==> src/rtl/adc_rb_pkg.sv <==
package adc_rb_pkg;
  localparam int unsigned DEF_DATA_W  = 10;
  localparam int unsigned DEF_ENTRIES = 8;

  typedef struct packed {
    logic       wr;
    logic [2:0] idx;
    logic       inc;
  } ptr_cmd_t;
endpackage

==> src/rtl/adc_rb_bank.sv <==
module adc_rb_bank #(
  parameter int unsigned DATA_W  = 10,
  parameter int unsigned ENTRIES = 8,
  localparam int unsigned IDX_W  = $clog2(ENTRIES)
) (
  input  logic                      clk,
  input  logic                      rst_n,
  input  logic                      we,
  input  logic [IDX_W-1:0]          waddr,
  input  logic [DATA_W-1:0]         wdata,
  output logic [ENTRIES*DATA_W-1:0] flat
);
  for (genvar e = 0; e < ENTRIES; e++) begin : g_entry
    logic [DATA_W-1:0] q;
    always_ff @(posedge clk or negedge rst_n) begin
      if (!rst_n)                                  q <= '0;
      else if (we && (waddr == IDX_W'(e)))         q <= wdata;
    end
    assign flat[e*DATA_W +: DATA_W] = q;
  end
endmodule

==> src/rtl/adc_rb_ptr.sv <==
module adc_rb_ptr #(
  parameter int unsigned ENTRIES = 8,
  localparam int unsigned IDX_W  = $clog2(ENTRIES)
) (
  input  logic             clk,
  input  logic             rst_n,
  input  logic             wr,
  input  logic [IDX_W-1:0] wr_idx,
  input  logic             wr_inc,
  input  logic             rd,
  output logic [IDX_W-1:0] idx,
  output logic             inc_en
);
  logic [IDX_W-1:0] stepped;

  always_comb begin
    if (idx == IDX_W'(ENTRIES - 1)) stepped = '0;
    else                            stepped = idx + 1'b1;
  end

  always_ff @(posedge clk or negedge rst_n) begin
    if (!rst_n) begin
      idx    <= '0;
      inc_en <= 1'b0;
    end else if (wr) begin
      idx    <= wr_idx;
      inc_en <= wr_inc;
    end else if (rd && inc_en) begin
      idx    <= stepped;
    end
  end
endmodule

==> src/rtl/adc_rb_sel.sv <==
module adc_rb_sel #(
  parameter int unsigned DATA_W  = 10,
  parameter int unsigned ENTRIES = 8,
  localparam int unsigned IDX_W  = $clog2(ENTRIES)
) (
  input  logic [ENTRIES*DATA_W-1:0] flat,
  input  logic [IDX_W-1:0]          sel,
  output logic [DATA_W-1:0]         dout
);
  always_comb begin
    dout = '0;
    for (int e = 0; e < ENTRIES; e++)
      if (sel == IDX_W'(e)) dout = flat[e*DATA_W +: DATA_W];
  end
endmodule

==> src/rtl/adc_result_bank.sv <==
module adc_result_bank
  import adc_rb_pkg::*;
#(
  parameter int unsigned DATA_W  = DEF_DATA_W,
  parameter int unsigned ENTRIES = DEF_ENTRIES,
  localparam int unsigned IDX_W  = $clog2(ENTRIES),
  localparam int unsigned NPTR   = 2
) (
  input  logic                   clk,
  input  logic                   rst_n,
  input  logic                   res_valid,
  output logic                   res_ready,
  input  logic [IDX_W-1:0]       res_slot,
  input  logic [DATA_W-1:0]      res_data,
  input  logic                   cal_run,
  input  logic                   ptrA_wr,
  input  logic [IDX_W-1:0]       ptrA_idx,
  input  logic                   ptrA_inc,
  input  logic                   ptrB_wr,
  input  logic [IDX_W-1:0]       ptrB_idx,
  input  logic                   ptrB_inc,
  input  logic                   rd_strobe,
  output logic [NPTR*DATA_W-1:0] rd_word
);
  logic [ENTRIES*DATA_W-1:0] bank_flat;
  logic                      store;
  logic [NPTR-1:0]           p_wr;
  logic [NPTR-1:0]           p_inc_in;
  logic [IDX_W-1:0]          p_idx_in [NPTR];
  logic [IDX_W-1:0]          p_idx    [NPTR];
  logic [NPTR-1:0]           p_inc_en;

  always_ff @(posedge clk or negedge rst_n) begin
    if (!rst_n) res_ready <= 1'b0;
    else        res_ready <= 1'b1;
  end

  assign store = res_valid && res_ready && !cal_run;

  adc_rb_bank #(.DATA_W(DATA_W), .ENTRIES(ENTRIES)) u_bank (
    .clk(clk), .rst_n(rst_n), .we(store), .waddr(res_slot),
    .wdata(res_data), .flat(bank_flat)
  );

  assign p_wr        = {ptrB_wr, ptrA_wr};
  assign p_inc_in    = {ptrB_inc, ptrA_inc};
  assign p_idx_in[0] = ptrA_idx;
  assign p_idx_in[1] = ptrB_idx;

  for (genvar p = 0; p < NPTR; p++) begin : g_ptr
    adc_rb_ptr #(.ENTRIES(ENTRIES)) u_ptr (
      .clk(clk), .rst_n(rst_n), .wr(p_wr[p]), .wr_idx(p_idx_in[p]),
      .wr_inc(p_inc_in[p]), .rd(rd_strobe), .idx(p_idx[p]),
      .inc_en(p_inc_en[p])
    );
    adc_rb_sel #(.DATA_W(DATA_W), .ENTRIES(ENTRIES)) u_sel (
      .flat(bank_flat), .sel(p_idx[p]),
      .dout(rd_word[p*DATA_W +: DATA_W])
    );
  end
endmodule

==> config.mk <==
export PLATFORM = sky130hd
export DESIGN_NAME = adc_result_bank
export DESIGN_NICKNAME = d
export VERILOG_FILES = /design/src/rtl/adc_rb_pkg.sv /design/src/rtl/adc_rb_bank.sv /design/src/rtl/adc_rb_ptr.sv /design/src/rtl/adc_rb_sel.sv /design/src/rtl/adc_result_bank.sv
export SDC_FILE = /design/constraint.sdc
export NUM_CORES = 1
export LEC_CHECK = 0
export BUFFER_PORTS_ARGS = -buffer_cell sky130_fd_sc_hd__clkbuf_2
export CAP_MARGIN = 20
export CORE_UTILIZATION = 49
export CTS_BUF_LIST = sky130_fd_sc_hd__clkbuf_16
export DETAILED_ROUTE_END_ITERATION = 12
export GPL_ROUTABILITY_DRIVEN = 0
export HOLD_SLACK_MARGIN = 0.1
export PLACE_DENSITY = 0.78
export SLEW_MARGIN = 10
export SYNTH_ARGS = -nofsm -noshare
export SYNTH_HDL_FRONTEND = slang
export SYNTH_SLANG_ARGS = --single-unit
==> constraint.sdc <==
create_clock -name clk -period 3 [get_ports clk]
set_input_delay 0.15 -clock clk [delete_from_list [all_inputs] [get_ports clk]]
set_output_delay 0.15 -clock clk [all_outputs]
set_load 0.02 [all_outputs]
==> results.toml <==
[floorplan]
die_area_um2 = 10970
start_util_pct = 50.33
die_h_um = 104.7
row_count = 37
coreArea_um2 = 10280
pin_count = 49
die_w_um = 104.7

[logic_synthesis]
netlist_area_um2 = 5172
avgSynthCellArea_um2 = 10.12
synth_cell_types = 33
netlist_instances = 511
seq_area_frac_synth_pct = 43.06
ys_warn_count = 0
synth_nets = 551
ys_ff_latch = 89

[global_route]
track_usage_pct = 27.97
grt_pass1_wl_um = 23700
grt_max_degree = 90
grt_antenna_before_repair = 0
grt_pass1_vias = 4559
busiest_layer = "met2"
grt_use_met2_pct = 45.36
grt_overflow = 0
met3_usage_pct = 6.675
use_met1_pct = 35.01

[final_layout]
insertedDiodeCount = 0
area_delta_synth_final_pct = 15.60
final_common_cell = "dfrtp_1"
final_nets = 606
layout-drive-gt1-share_pct = 28.95
layout_common_cells = "dfrtp_1 (89), a21oi_1 (74), mux2_2 (69)"

[power_and_ir_drop]
p_leak_nw = 2.709
peakVddDrop_mv = 0.4389
power.density_nw_per_um2 = 633.6

[timing]
fin_crit_ns = 2.821
min_period_over_period_pct = 94.03
slew_headroom_pct = 33.54
setup_violations = 0
tns_ns = 0
grt_setup_unrepaired = "false"
finalHoldViolCount = 0
fin_hold_ws_ns = 0.1071
fin_skew_ns = 0.005182
final_max_slew_viol_count = 0
max_slew.worst_pin.slew_ns = 0.9961
max_freq_mhz = 354.5

[clock_tree]
clkSinkCount = 89
cts_setup_buffers = 0
cts_root_buf = "clkbuf_16"
numCtsBuffers = 9
cts_buffer_depth = 2
cts_tree = "yes"
clock_latency_ns = 0.35
htree_num_levels = 3
clkSlewWorstSetupHoldPaths_ns = 0.06

[setup_path]
worstPathRequired_ns = 2.85
reg2regPathDepth = 7
end_kind = "output pin"
rrSetupSlack_ns = 0.88
worstPathMaxFanout = 11
worstSetupPathType = "flip-flop to output pin"
worstPathArrival_ns = 2.67
startpoint_type = "flip-flop"

[drt]
drt_iter0_drc = 509
dr_total_vias = 4444
firstDrtPassIters = 7
wl_per_cell_um = 20.67
drc = 0
vias_per_cell = 6.295
ant_nets = 0
postRouteWirelength_um = 14600

[worst_hold_path]
hold_depth = 2
min_path_type = "input pin to flip-flop"

[flow_run]
max_cap_violations = 0

[run_status]
status = "finished clean"

[placed_design]
dp_hpwl_um = 9397
port-buffer-count = 48
## cells by family (layout without fill, tap and decap cells)
group	Yosys count	count (layout)	share of synthesized area (%)
XOR/XNOR	1	1	0.1694
adder cells (fa/ha/maj)	12	12	2.903
AND/OR/NAND/NOR	115	115	12.02
buffers and inverters	60	119	4.983
flip-flops	89	89	43.06
AO/OA/AOI/OAI	150	150	18.02
multiplexers	83	83	18.77
other	1	1	0.07250
## area by class of cell
cell class	instances	area, um^2
Clock buffer	9	225.2
Tap cell	136	170.2
Sequential cell	89	2227
Multi-Input combinational cell	362	2695
Timing Repair Buffer	78	511.7
Clock inverter	6	52.55
Inverter	26	97.59
Fill cell	872	4298
## stage by stage
step	utilization (%)	cell area [um^2]	setup slack, ns	instances	power (W)
floorplan	-	5172	0.9340	511	0.002302
global placement	53.81	5530	0.6380	675	0.002612
detailed placement	53.81	5530	0.5042	675	0.002664
CTS	58.07	5968	0.1505	706	0.003772
global route	58.18	5979	0.03944	706	0.003954
finish	58.18	5979	0.1791	706	0.003788
## where the power goes
group	switching, W	internal, W
clock	0.000460	0.000629
combinational	0.000624	0.000477
sequential	0.000176	0.00142
total	0.00126	0.00253
## cells in the mapped netlist
cell	count	area share (%)
a21oi_1	74	7.2
a221oi_1	17	2.9
a221oi_2	3	0.87
a31oi_1	10	1.2
and2_1	1	0.12
and3_1	1	0.12
and4b_1	2	0.39
buf_1	4	0.29
buf_2	8	0.77
buf_6	3	0.65
clkbuf_1	19	1.4
conb_1	1	0.072
dfrtp_1	89	43
ha_1	12	2.9
inv_1	26	1.9
mux2_1	3	0.65
mux2_2	69	15
mux2_4	10	2.9
mux2i_1	1	0.19
nand2_1	53	3.8
nand2_2	4	0.48
nand2b_1	22	2.7
nand3_2	2	0.39
nand3b_1	20	2.9
nor2_1	4	0.29
nor3_1	2	0.19
nor3b_1	1	0.15
nor3b_2	1	0.24
o21ai_0	6	0.58
o22ai_1	20	2.4
o31ai_1	20	2.9
or2_1	2	0.24
xnor2_1	1	0.17
## final timing paths
kind	to	start
max in group asynchronous	g_ptr[1].u_ptr.inc_en	rst_n
min in group asynchronous	u_bank.g_entry[7].q[7]	rst_n
min	g_ptr[1].u_ptr.idx[2]	ptrB_wr
max	rd_word[10]	g_ptr[1].u_ptr.idx[2]
max reg2reg	g_ptr[1].u_ptr.idx[0]	g_ptr[1].u_ptr.idx[0]
min reg2reg	g_ptr[1].u_ptr.inc_en	g_ptr[1].u_ptr.inc_en
## worst max-delay path, stage by stage, from the launching register on
cell and delay [ns]:
dfrtp_1 0.43, inv_1 0.26, ha_2 0.35, or2_1 0.41, a221oi_2 0.28, o22ai_1 0.13, a21oi_1 0.24, clkbuf_2 0.22
## registers in the layout (all words and copies together), names as in the netlist
register            count
res_ready               1
g_ptr.u_ptr.inc_en      2
u_bank.g_entry.q       80
g_ptr.u_ptr.idx         6
## per-layer routing
layer	up-vias	share of wire [%]	wire, um
met1	2134	38	5606
met3	62	9.9	1440
met2	293	48	6981
met4	0	3.9	567
met5	-	0	0
li1	1955	-	-
## repair_timing
action / CTS / global route
hold endpoints to repair: 97 / 0
hold buffers: 16 / 0
resized for setup: 0 / 3
endpoints found under the setup margin: 0 / 9
Note: power is estimated with default switching activity, not from simulation.
